`src/rtl/gpb_pkg.sv`:
```
package gpb_pkg;
  localparam int unsigned BYTE_W = 8;
  typedef enum logic [1:0] {
    PG_NONE = 2'd0,
    PG_POL  = 2'd1,
    PG_EN   = 2'd2,
    PG_ID   = 2'd3
  } page_e;
endpackage

```
`src/rtl/gpb_sync.sv`:
```
module gpb_sync #(
  parameter int unsigned W = 8
) (
  input  logic         clk,
  input  logic         rst_n,
  input  logic [W-1:0] d,
  output logic [W-1:0] q
);
  logic [W-1:0] meta_q;

  always_ff @(posedge clk or negedge rst_n) begin
    if (!rst_n) begin
      meta_q <= '0;
      q      <= '0;
    end else begin
      meta_q <= d;
      q      <= meta_q;
    end
  end
endmodule

```
`src/rtl/gpb_irq_port.sv`:
```
module gpb_irq_port #(
  parameter int unsigned W = 8
) (
  input  logic         clk,
  input  logic         rst_n,
  input  logic [W-1:0] lvl,
  input  logic         pol_we,
  input  logic         en_we,
  input  logic         clr_we,
  input  logic [W-1:0] wdata,
  output logic [W-1:0] pol_q,
  output logic [W-1:0] en_q,
  output logic [W-1:0] id_q
);
  logic [W-1:0] prev_q;
  logic [W-1:0] hit;

  // edge of the selected direction on an enabled bit
  always_comb begin
    hit = en_q & ((pol_q & lvl & ~prev_q) | (~pol_q & ~lvl & prev_q));
  end

  always_ff @(posedge clk or negedge rst_n) begin
    if (!rst_n) begin
      prev_q <= '0;
      pol_q  <= '0;
      en_q   <= '0;
      id_q   <= '0;
    end else begin
      prev_q <= lvl;
      if (pol_we) pol_q <= wdata;
      if (en_we)  en_q  <= wdata;
      // capture has priority over a simultaneous clear
      id_q <= (clr_we ? (id_q & ~wdata) : id_q) | hit;
    end
  end
endmodule

```
`src/rtl/gpio_page_bank.sv`:
```
module gpio_page_bank #(
  parameter int unsigned NPORTS = 6,
  parameter int unsigned NIRQ   = 3,
  parameter int unsigned AW     = 4
) (
  input  logic                            clk,
  input  logic                            rst_n,
  input  logic [AW-1:0]                   addr,
  input  logic [gpb_pkg::BYTE_W-1:0]      wdata,
  input  logic                            wr,
  input  logic                            rd,
  output logic [gpb_pkg::BYTE_W-1:0]      rdata,
  input  logic [NPORTS*gpb_pkg::BYTE_W-1:0] pin_in,
  output logic [NPORTS*gpb_pkg::BYTE_W-1:0] pin_oe,
  output logic                            irq
);
  import gpb_pkg::*;

  localparam int unsigned BW       = BYTE_W;
  localparam int unsigned OFS_PEND = NPORTS;
  localparam int unsigned OFS_CTRL = NPORTS + 1;
  localparam int unsigned OFS_GRP  = NPORTS + 2;

  logic [NPORTS-1:0][BW-1:0] port_q;
  logic [NPORTS-1:0]         lock_q;
  page_e                     page_q;
  logic [NPORTS*BW-1:0]      lvl_s;
  logic [NIRQ*BW-1:0]        pol_all, en_all, id_all;
  logic [NIRQ-1:0]           pol_we, en_we, clr_we;
  logic [BW-1:0]             rd_val;

  gpb_sync #(.W(NPORTS*BW)) u_sync (
    .clk(clk), .rst_n(rst_n), .d(pin_in), .q(lvl_s)
  );

  // port and control registers
  always_ff @(posedge clk or negedge rst_n) begin
    if (!rst_n) begin
      port_q <= '0;
      lock_q <= '0;
      page_q <= PG_NONE;
    end else if (wr) begin
      for (int i = 0; i < NPORTS; i++) begin
        if (addr == AW'(i) && !lock_q[i]) port_q[i] <= wdata;
      end
      if (addr == AW'(OFS_CTRL)) begin
        page_q <= page_e'(wdata[BW-1 -: 2]);
        lock_q <= lock_q | wdata[NPORTS-1:0];
      end
    end
  end

  assign pin_oe = port_q;

  // paged interrupt groups
  for (genvar k = 0; k < NIRQ; k++) begin : g_irq
    logic sel;
    assign sel       = wr && (addr == AW'(OFS_GRP + k));
    assign pol_we[k] = sel && (page_q == PG_POL);
    assign en_we[k]  = sel && (page_q == PG_EN);
    assign clr_we[k] = sel && (page_q == PG_ID);

    gpb_irq_port #(.W(BW)) u_irq (
      .clk   (clk),
      .rst_n (rst_n),
      .lvl   (lvl_s[k*BW +: BW]),
      .pol_we(pol_we[k]),
      .en_we (en_we[k]),
      .clr_we(clr_we[k]),
      .wdata (wdata),
      .pol_q (pol_all[k*BW +: BW]),
      .en_q  (en_all[k*BW +: BW]),
      .id_q  (id_all[k*BW +: BW])
    );
  end

  assign irq = |id_all;

  // read decode
  always_comb begin
    rd_val = '0;
    for (int i = 0; i < NPORTS; i++) begin
      if (addr == AW'(i)) rd_val = ~lvl_s[i*BW +: BW];
    end
    if (addr == AW'(OFS_PEND)) begin
      for (int k = 0; k < NIRQ; k++) rd_val[k] = |id_all[k*BW +: BW];
    end
    if (addr == AW'(OFS_CTRL)) begin
      rd_val = '0;
      rd_val[BW-1 -: 2]    = page_q;
      rd_val[NPORTS-1:0]   = lock_q;
    end
    for (int k = 0; k < NIRQ; k++) begin
      if (addr == AW'(OFS_GRP + k)) begin
        case (page_q)
          PG_POL:  rd_val = pol_all[k*BW +: BW];
          PG_EN:   rd_val = en_all[k*BW +: BW];
          PG_ID:   rd_val = id_all[k*BW +: BW];
          default: rd_val = '0;
        endcase
      end
    end
  end

  always_ff @(posedge clk or negedge rst_n) begin
    if (!rst_n)  rdata <= '0;
    else if (rd) rdata <= rd_val;
  end
endmodule

```
`config.mk`:
```
export PLATFORM = sky130hd
export DESIGN_NAME = gpio_page_bank
export DESIGN_NICKNAME = d
export VERILOG_FILES = /design/src/rtl/gpb_pkg.sv /design/src/rtl/gpb_sync.sv /design/src/rtl/gpb_irq_port.sv /design/src/rtl/gpio_page_bank.sv
export SDC_FILE = /design/constraint.sdc
export NUM_CORES = 1
export LEC_CHECK = 0
export ABC_CLOCK_PERIOD_IN_PS = 1700
export BUFFER_PORTS_ARGS = -buffer_cell sky130_fd_sc_hd__buf_4
export CAP_MARGIN = 20
export CORE_MARGIN = 2
export CORE_UTILIZATION = 52
export DETAILED_ROUTE_END_ITERATION = 6
export PLACE_DENSITY = 0.75
export SYNTH_ARGS = -nofsm -noshare
export SYNTH_HDL_FRONTEND = slang
export SYNTH_SLANG_ARGS = --single-unit
```
`constraint.sdc`:
```
create_clock -name clk -period 1.7 [get_ports clk]
set_input_delay 0.17 -clock clk [delete_from_list [all_inputs] [get_ports clk]]
set_output_delay 0.17 -clock clk [all_outputs]
set_load 0.01 [all_outputs]
```
# Word level (Yosys, flattened, before mapping)
# Cells that the tools add are included.
# word_totals
in_bits	64
output_inout_bits	57
wordCells	127
ff_bits	256
# classes
mux	17
bitwise_logic	38
reduce_logical	36
eq_ne	13
# ops
cell	n
$and 8x8->8	18
$mux 8	13
$not 8->8	13
$pmux 8 s3	3
$or 8x8->8	6
$reduce_or 24->1	1
$reduce_or 8->1	3
$logic_and 1x1->1	18
$eq 4x3->1 const B	4
$reduce_and 2->1	7
$eq 4x4->1 const B	3
$eq 4x2->1 const B	2
$logic_not 1->1	6
$or 6x6->6	1
$eq 2x2->1 const B	2
$eq 4x1->1 const B	1
$logic_not 4->1	1
$mux 3	1
$eq 2x1->1 const B	1

# Longest topological paths before layout
# Gate-level depths: netlist of run 1.
# depth
ltp_word	12
mapped_depth	7
mapped_depth_nobuf	5

# Hierarchy
# A second synthesis of run 1 with hierarchy kept.
# hier_totals
cells_unflattened	701
area_unflattened_um2	9974.6
# modules_own_cells
module	seq_area_each_um2	cells_each	area_per_inst_um2	n_inst
gpio_page_bank	1601.5	359	3848.7	1
gpb_irq_port	800.8	82	1241.2	3
gpb_sync	2402.3	96	2402.3	1

# Worst setup path before layout of run 1
# No wires, ideal clock.
# synth_timing
path_type	reg2reg
from	reg page_q[1]
to	reg rdata[1] in the netlist's numbering
setup_time_ns	0.139
path_stages_with_launch	8
t_arrival_ns	1.517
n_path_buf	2
path_slack_ns	0.044
path_cell_list	dfrtp_1 > buf_2 > buf_2 > mux2_2 > a22oi_1 > o21ai_0 > o22ai_1 > o221ai_1
# synth_via
elab_chain_len	5
word_cells_on_any_way	9
cone_classes	3 x eq/ne; 6 x mux
# synth_lines
element	line_no	source
start, declared	gpio_page_bank.sv:26	page_e page_q;
start signal, assigned	gpio_page_bank.sv:47	page_q <= page_e'(wdata[BW-1 -: 2]);
$eq 2x2->1 / $eq 2x1->1 (equally long branches)	gpio_page_bank.sv:95	case (page_q)
$pmux 8 s3	gpio_page_bank.sv:95	
$mux 8 (2 in a row)	gpio_page_bank.sv:94	if (addr == AW'(OFS_GRP + k)) begin
$mux 8 (*)	gpio_page_bank.sv:94	
end signal, assigned	gpio_page_bank.sv:107	else if (rd) rdata <= rd_val;
end, declared	gpio_page_bank.sv:12	output logic [gpb_pkg::BYTE_W-1:0] rdata,
# Every way passes the cells marked *; elsewhere a longest branch is shown, timed or not.
# A chain may end at the register's enable or synchronous reset.

# Worst setup path after layout of run 1
# layout_timing
from	reg g_irq[2].u_irq.id_q[2]
to	out irq
# layout_via
elab_chain_len	1
# layout_lines
element	line_no	source
start, declared	gpb_irq_port.sv:13	output logic [W-1:0] id_q
start signal, assigned	gpb_irq_port.sv:34	id_q <= (clr_we ? (id_q & ~wdata) : id_q) | hit;
$reduce_or 24->1	gpio_page_bank.sv:77	assign irq = |id_all;
end, declared	gpio_page_bank.sv:15	output logic irq
# No other way between the ends.

==> metrics.md, run 1 <==
| Metric | Value |
|---|---|
| Status | `complete, but fails checks` |
| Failing checks | `setup timing` |
| Antenna cells | `0` |
| CP max stage cell | `or3_4` |
| Arr. time, crit path | `about 2 ns` |
| Cell row count | `50` |
| Met3 wire length | `about 1.6 mm` |
| RSZ-0062 raised after global routing | `yes` |
| Ranking of synthesized cells by area | `dfrtp_1 65%, mux2_2 15%, nand2_1 3.1%, a22o_1 2.1%, o21ai_0 1.9%` |
| Highest routed layer | `met4` |
| Total CTS buffers | `27` |
| Reg power frac | `between 40% and 50%` |
| ANT nets after route | `0` |
| CP Class | `reg2out` |
| Max Slew Vio Count | `0` |
| Final Hold Vio Count | `0` |
| Vias | `7,126` |
| Share of cells above drive strength 1 | `~41%` |
| IO Pins | `between 100 and 150` |
| Area fraction of the dominant cell type after synthesis | `64.60%` |
| CTS sink count | `approximately 260` |
| Max frequency | `between 0.4 and 0.5 GHz` |
| CP max stage delay | `roughly 0.42 ns` |
| EDFF count, synth | `0` |
| Cells after Synth | `about 750` |
| First-pass detailed-route iteration total | `5` |
| Core Box Area | `between 15,000 and 20,000 um^2` |
| Total Die Area | `about 20,000 um^2` |
| Drt drc | `0` |
| Clock root buffer | `clkbuf_16` |
| Most frequent cell after synthesis | `dfrtp_1` |
| Final WL | `around 26 mm` |
| DR vias/cell | `about 5.8` |
| Crit path buffers/inverters | `1` |
| Clk pwr share | `about a third` |
| Count of unique library cells instantiated by Yosys | `35` |
| Drt wl/cell | `around 22 um` |
| Fill cells | `1,250` |
| Tmin final | `between 2 and 2.5 ns` |
| Period utilization | `128.2%` |
| Nets | `approximately 1,000` |
| Metal2 WL | `roughly 13 mm` |
| Ys Warns | `0` |
| Max Root-Sink Buffers | `3` |
| Clock latency on the worst-skew pair | `between 0.5 and 0.6 ns` |
| Gpl congestion | `around 0.92` |
| Leak | `~6 nW` |
| H-tree levels | `1` |
| Grt ovf | `0` |
| Cell family with most CP delay | `simple AND/OR/NAND/NOR gates` |
| Setup violators final | `14` |
| Post-synth top flop | `dfrtp_1` |
| Yosys top cell by area | `dfrtp_1` |
| Mean Syn Cell Area | `between 10 and 15 um^2` |
| Crit end category | `output pin` |
| First-pass GRT wire length | `between 40 and 50 mm` |
| Setup crit start kind | `register` |
| FF+latch count, synth | `~260` |
| Worst-margin pin slew | `0.4660 ns` |
| Register area share after synthesis | `between 60 and 70%` |
| Worst VDD drop | `approximately 0.95 mV` |
| Post-layout util | `70.70%` |
| Psw | `approximately 0.0048 W` |
| CP max FO | `3` |
| Area growth syn-to-layout | `33.35%` |
| Mapped Nets | `approximately 820` |
| Synthesized cell area | `slightly below 10,000 um^2` |
| Pin count of the biggest net entering global routing | `55` |
| Max-cap violations | `0` |
| Comb pwr share | `20.0%` |
| Hold WC Path Type | `in2reg` |
| Setup slack at placement | `-0.06819 ns` |
| Crit path required time | `approximately 1.5 ns` |
| Multi-input gate area | `approximately 3500 um^2` |
| Fraction of registers with async set/reset | `100.0%` |
| Initial core utilization | `a little over half` |
| Die Ht | `approximately 140 um` |
| Most frequent cells after synthesis | `256 x dfrtp_1, 130 x mux2_2, 83 x nand2_1` |
| Clock-pin slew on the worst setup and hold paths | `0.07 ns` |
| Int Power | `0.01266 W` |
| HPWL after detailed placement | `around 17 mm` |
| Post-route clock skew | `approximately 0.012 ns` |
| Cell Pwr Density | `approximately 1300 nW/um^2` |
| Width of the die | `between 100 and 150 um` |
| Vias in the first global route | `7,252` |
| Sequential cell area | `6407 um^2` |
| M1 wire length | `approximately 11 mm` |
| Setup ws final | `-0.4790 ns` |
| DR iter-0 viols | `approximately 600` |
| Cell Chain, Critical Path | `nor4_2 -> nand2_2 -> or3_4 -> buf_6` |
| CTS tree | `done` |
| PortBufs | `120` |
| Slew HR | `68.93%` |
| Sw frac | `27.60%` |
| Overall routing resource usage | `between 20% and 30%` |
| Initial antenna violation count | `0` |
==> state kept, by name (all words and copies together), names as in the netlist <==
register	count
u_sync.q	48
rdata	8
g_irq.u_irq.id_q	24
lock_q	6
pin_oe	48
page_q	2
g_irq.u_irq.en_q	24
u_sync.meta_q	48
g_irq.u_irq.prev_q	24
g_irq.u_irq.pol_q	24
==> power groups by stage <==
stage / clock [W] / combinational [W] / sequential, W
finish: 0.00605 / 0.00349 / 0.00795
global route: 0.00638 / 0.00372 / 0.00806
CTS: 0.00607 / 0.00329 / 0.00788
detailed placement: 0 / 0.00302 / 0.00794
global placement: 0 / 0.00292 / 0.00793
floorplan: 0 / 0.00156 / 0.00783
==> path summary, 6_finish.rpt <==
kind / slack (ns) / endpoint / from / cells past startpoint
max: -0.48 / irq / g_irq[2].u_irq.id_q[2] / 4
min: 0.02 / rdata[1] / addr[3] / 3
max reg2reg: -0.06 / rdata[5] / page_q[1] / 8
min reg2reg: 0.34 / u_sync.q[44] / u_sync.meta_q[44] / 0
max in group asynchronous: 0.90 / g_irq[1].u_irq.pol_q[1] / rst_n / 3
min in group asynchronous: 0.16 / pin_oe[17] / rst_n / 2
==> per-layer routing <==
layer	GRT usage, %	vias to the layer above
li1	-	3167
met1	35.54	3608
met2	43.45	286
met3	4.980	65
met4	8.737	0
met5	0	-
==> logic make-up after synthesis <==
family	Yosys count	share of synthesized area, %
multiplexers	130	14.76
AND/OR/NAND/NOR	167	7.734
flip-flops	256	64.60
buffers and inverters	41	1.779
AO/OA/AOI/OAI	158	11.13
==> area by class of cell <==
type	instances	share of cell area (%)
Inverter	3	0.08515
Sequential cell	256	48.45
Tap cell	234	2.214
Timing Repair Buffer	235	15.61
Clock inverter	14	1.372
Clock buffer	34	5.611
Multi-Input combinational cell	455	26.65
==> timing repair <==
action,in CTS,in global routing
resized for setup,15,39
setup endpoints to repair,28,19
hold endpoints to repair,281,0
buffers inserted,5,3
cloned,1,1
pin swaps,4,12
hold buffers,50,0
==> cells in the final DEF, fill, tap and decap left out, drive strengths merged, types with 13 or more instances in the layout <==
cell / instances
dfrtp: 256
dlygate4sd3: 50
a21oi: 13
clkbuf: 35
nor2: 44
o221ai: 16
a22o: 24
buf: 184
nand2: 84
mux2: 130
a22oi: 24
o22ai: 17
o21ai: 38
==> tightest hold or removal path: cells and delay by family <==
kind | cells | cell delay, ns
AOI/OAI and AO/OA | 2 | 0.21
buffers and inverters | 1 | 0.14
==> metrics by stage <==
stage               hold WS, ns  cell area, um^2  power (W)  setup TNS (ns)  cells
floorplan               -0.1256             9917   0.009385               0    752
global placement         0.1364            11450    0.01085         -0.2233   1123
detailed placement       0.1354            11450    0.01096         -0.8644   1123
CTS                    0.001907            13020    0.01724         -0.5164   1227
global route            0.02366            13220    0.01817          -1.910   1231
finish                  0.01792            13220    0.01749          -1.062   1231
Power figures use the tool's default switching activity.
==> inputs of run 2 (changes only) <==
--- a/config.mk
+++ b/config.mk
@@ -6,7 +6,7 @@
 export NUM_CORES = 1
 export LEC_CHECK = 0
 export ABC_CLOCK_PERIOD_IN_PS = 1700
-export BUFFER_PORTS_ARGS = -buffer_cell sky130_fd_sc_hd__buf_4
+export BUFFER_PORTS_ARGS = -buffer_cell sky130_fd_sc_hd__buf_2
 export CAP_MARGIN = 20
 export CORE_MARGIN = 2
 export CORE_UTILIZATION = 52
==> constraint.sdc (replaced) <==
create_clock -name clk -period 1.7 [get_ports clk]
set_input_delay 0.425 -clock clk [delete_from_list [all_inputs] [get_ports clk]]
set_output_delay 0.425 -clock clk [all_outputs]
set_load 0.01 [all_outputs]
==> metrics.md, run 2 (same netlist as run 1, synthesis figures left out) <==
| Metric | Value |
|---|---|
| Status | `complete, but fails checks` |
| Failing checks | `setup timing` |
| Cell row count | `50` |
| Setup slack at placement | `-0.2026 ns` |
| R2R Path Start | `page_q[1]` |
| Final Hold Slack | `a little over 0.005 ns` |
| Worst-margin pin slew | `approximately 0.48 ns` |
| RSZ-0062 raised after global routing | `yes` |
| Slew HR | `slightly below 70%` |
| ANT nets after route | `0` |
| CTS sink count | `256` |
| Leak | `~6.1 nW` |
| Tmin final | `around 2.3 ns` |
| Worst VDD drop | `approximately 1.1 mV` |
| Final Hold Vio Count | `0` |
| Max-cap violations | `0` |
| Hold WC Path Type | `in2reg` |
| Area growth syn-to-layout | `33.78%` |
| Pin count of the biggest net entering global routing | `44` |
| Clock latency on the worst-skew pair | `approximately 0.53 ns` |
| Arr. time, crit path | `1.91 ns` |
| Crit path required time | `around 1.3 ns` |
| H-tree levels | `1` |
| DR vias/cell | `a little under 6` |
| DR iter-0 viols | `624` |
| Setup ws final | `-0.6381 ns` |
| Comb pwr share | `22.0%` |
| Sw frac | `between 20% and 30%` |
| Int Power | `about 0.013 W` |
| First-pass GRT wire length | `between 40 and 50 mm` |
| Total Die Area | `~20,000 um^2` |
| Drt wl/cell | `between 20 and 25 um` |
| Total CTS buffers | `27` |
| Drt drc | `0` |
| Reg-to-reg slack, setup | `-0.05 ns` |
| Max Slew Vio Count | `0` |
| Width of the die | `~140 um` |
| Initial core utilization | `between 50% and 60%` |
| Worst Setup SP | `g_irq[0].u_irq.id_q[5]` |
| Core Box Area | `~19,000 um^2` |
| Grt ovf | `0` |
| Setup crit start kind | `register` |
| Post-layout util | `70.92%` |
| Cell Pwr Density | `1326 nW/um^2` |
| Crit end category | `output pin` |
| Vias in the first global route | `approximately 7,600` |
| Overall routing resource usage | `roughly 27%` |
| Max frequency | `between 0.4 and 0.5 GHz` |
| Final WL | `~28 mm` |
| Clk pwr share | `between 30% and 40%` |
| Period utilization | `137.5%` |
| CTS tree | `done` |
| First-pass detailed-route iteration total | `5` |
| RR Endpoint | `rdata[5]` |
| Antenna cells | `0` |
| Clock-pin slew on the worst setup and hold paths | `roughly 0.06 ns` |
| Max Root-Sink Buffers | `3` |
| Psw | `a little under 0.005 W` |
| Die Ht | `around 140 um` |
| Crit path to | `irq` |
| Vias | `7,396` |
| Clock root buffer | `clkbuf_16` |
| Reg2Reg Depth | `7` |
| Nets | `1,078` |
| Setup violators final | `4` |
| CP Class | `reg2out` |
| Most frequent cells in the layout | `255 x dfrtp_1, 118 x buf_2, 114 x mux2_2` |
| HPWL after detailed placement | `around 18 mm` |
| Initial antenna violation count | `0` |
| Gpl congestion | `around 0.93` |
| PortBufs | `between 100 and 150` |
| IO Pins | `121` |
| CP max FO | `2` |
| Post-route clock skew | `0.01985 ns` |
| Share of cells above drive strength 1 | `a little over two fifths` |
| Total power | `between 0.015 and 0.02 W` |
| Reg power frac | `between 40 and 50%` |
| Commonest non-fill, non-tap cell in the layout | `dfrtp_1` |
==> run 2: cell count changes in the layout (fill, tap and decap cells not counted), moves of 4 or more <==
cell,change
mux2_2,-15
clkinv_2,-4
buf_2,+118
a22oi_2,+5
o21ai_0,+5
mux2_4,+15
dlygate4sd3_1,-9
a22oi_1,-5
buf_4,-76
==> run 2: what timing repair did <==
item,in CTS,in global routing
gates cloned,1,1
setup endpoints to repair,16,38
pin swaps,6,11
gates resized for setup,18,31
hold endpoints to repair,68,7
hold buffers,34,7
buffers inserted,5,3
==> run 2: routing by layer <==
metal	vias up	global-route usage [%]	wire, um
met1	3745	36.91	10880
li1	3248	-	-
met3	77	5.316	2156
met2	326	45.13	13710
met4	0	9.947	1015
met5	-	0	0
==> run 2: worst min-delay path by stage <==
stage / startpoint / cells past startpoint / end / slack, ns
finish: pin_in[14] / 1 / u_sync.meta_q[14] / 0.005
global route: pin_in[17] / 1 / u_sync.meta_q[17] / 0.0005
CTS: pin_in[22] / 1 / u_sync.meta_q[22] / 0.00004
detailed placement: u_sync.meta_q[1] / 0 / u_sync.q[1] / 0.33
global placement: u_sync.meta_q[19] / 0 / u_sync.q[19] / 0.33
floorplan: rst_n / 0 / g_irq[0].u_irq.en_q[0] / 0.13
==> run 2: critical path, stage by stage (launching register included) <==
cell and delay (ns):
dfrtp_1 0.39, nor4_2 0.31, nand2_1 0.13, or3_4 0.42
buf_6 0.14
==> run 2: cell type report <==
type | count | area [um^2]
Clock inverter | 13 | 145.1
Fill cell | 1225 | 5439
Clock buffer | 35 | 745.7
Sequential cell | 256 | 6407
Timing Repair Buffer | 271 | 2058
Inverter | 3 | 11.26
Multi-Input combinational cell | 455 | 3606
Tap cell | 234 | 292.8
==> run 2: per-stage QoR <==
stage	std cells	instance area (um^2)	TNS, ns
after global placement	1168	11630	-11.26
after detailed placement	1168	11630	-12.64
final	1267	13270	-0.7373
after floorplan	752	10050	-0.7809
after global routing	1267	13270	-1.152
after CTS	1256	13020	-0.6751
==> run 2: power groups by stage <==
stage / clock network [W] / logic [W] / registers, W
2_1_floorplan: 0 / 0.00161 / 0.00783
3_3_place_gp: 0 / 0.00326 / 0.00785
3_5_place_dp: 0 / 0.00335 / 0.00788
4_1_cts: 0.00589 / 0.00358 / 0.00783
5_1_grt: 0.00622 / 0.00412 / 0.00797
6_report: 0.00584 / 0.00387 / 0.00788
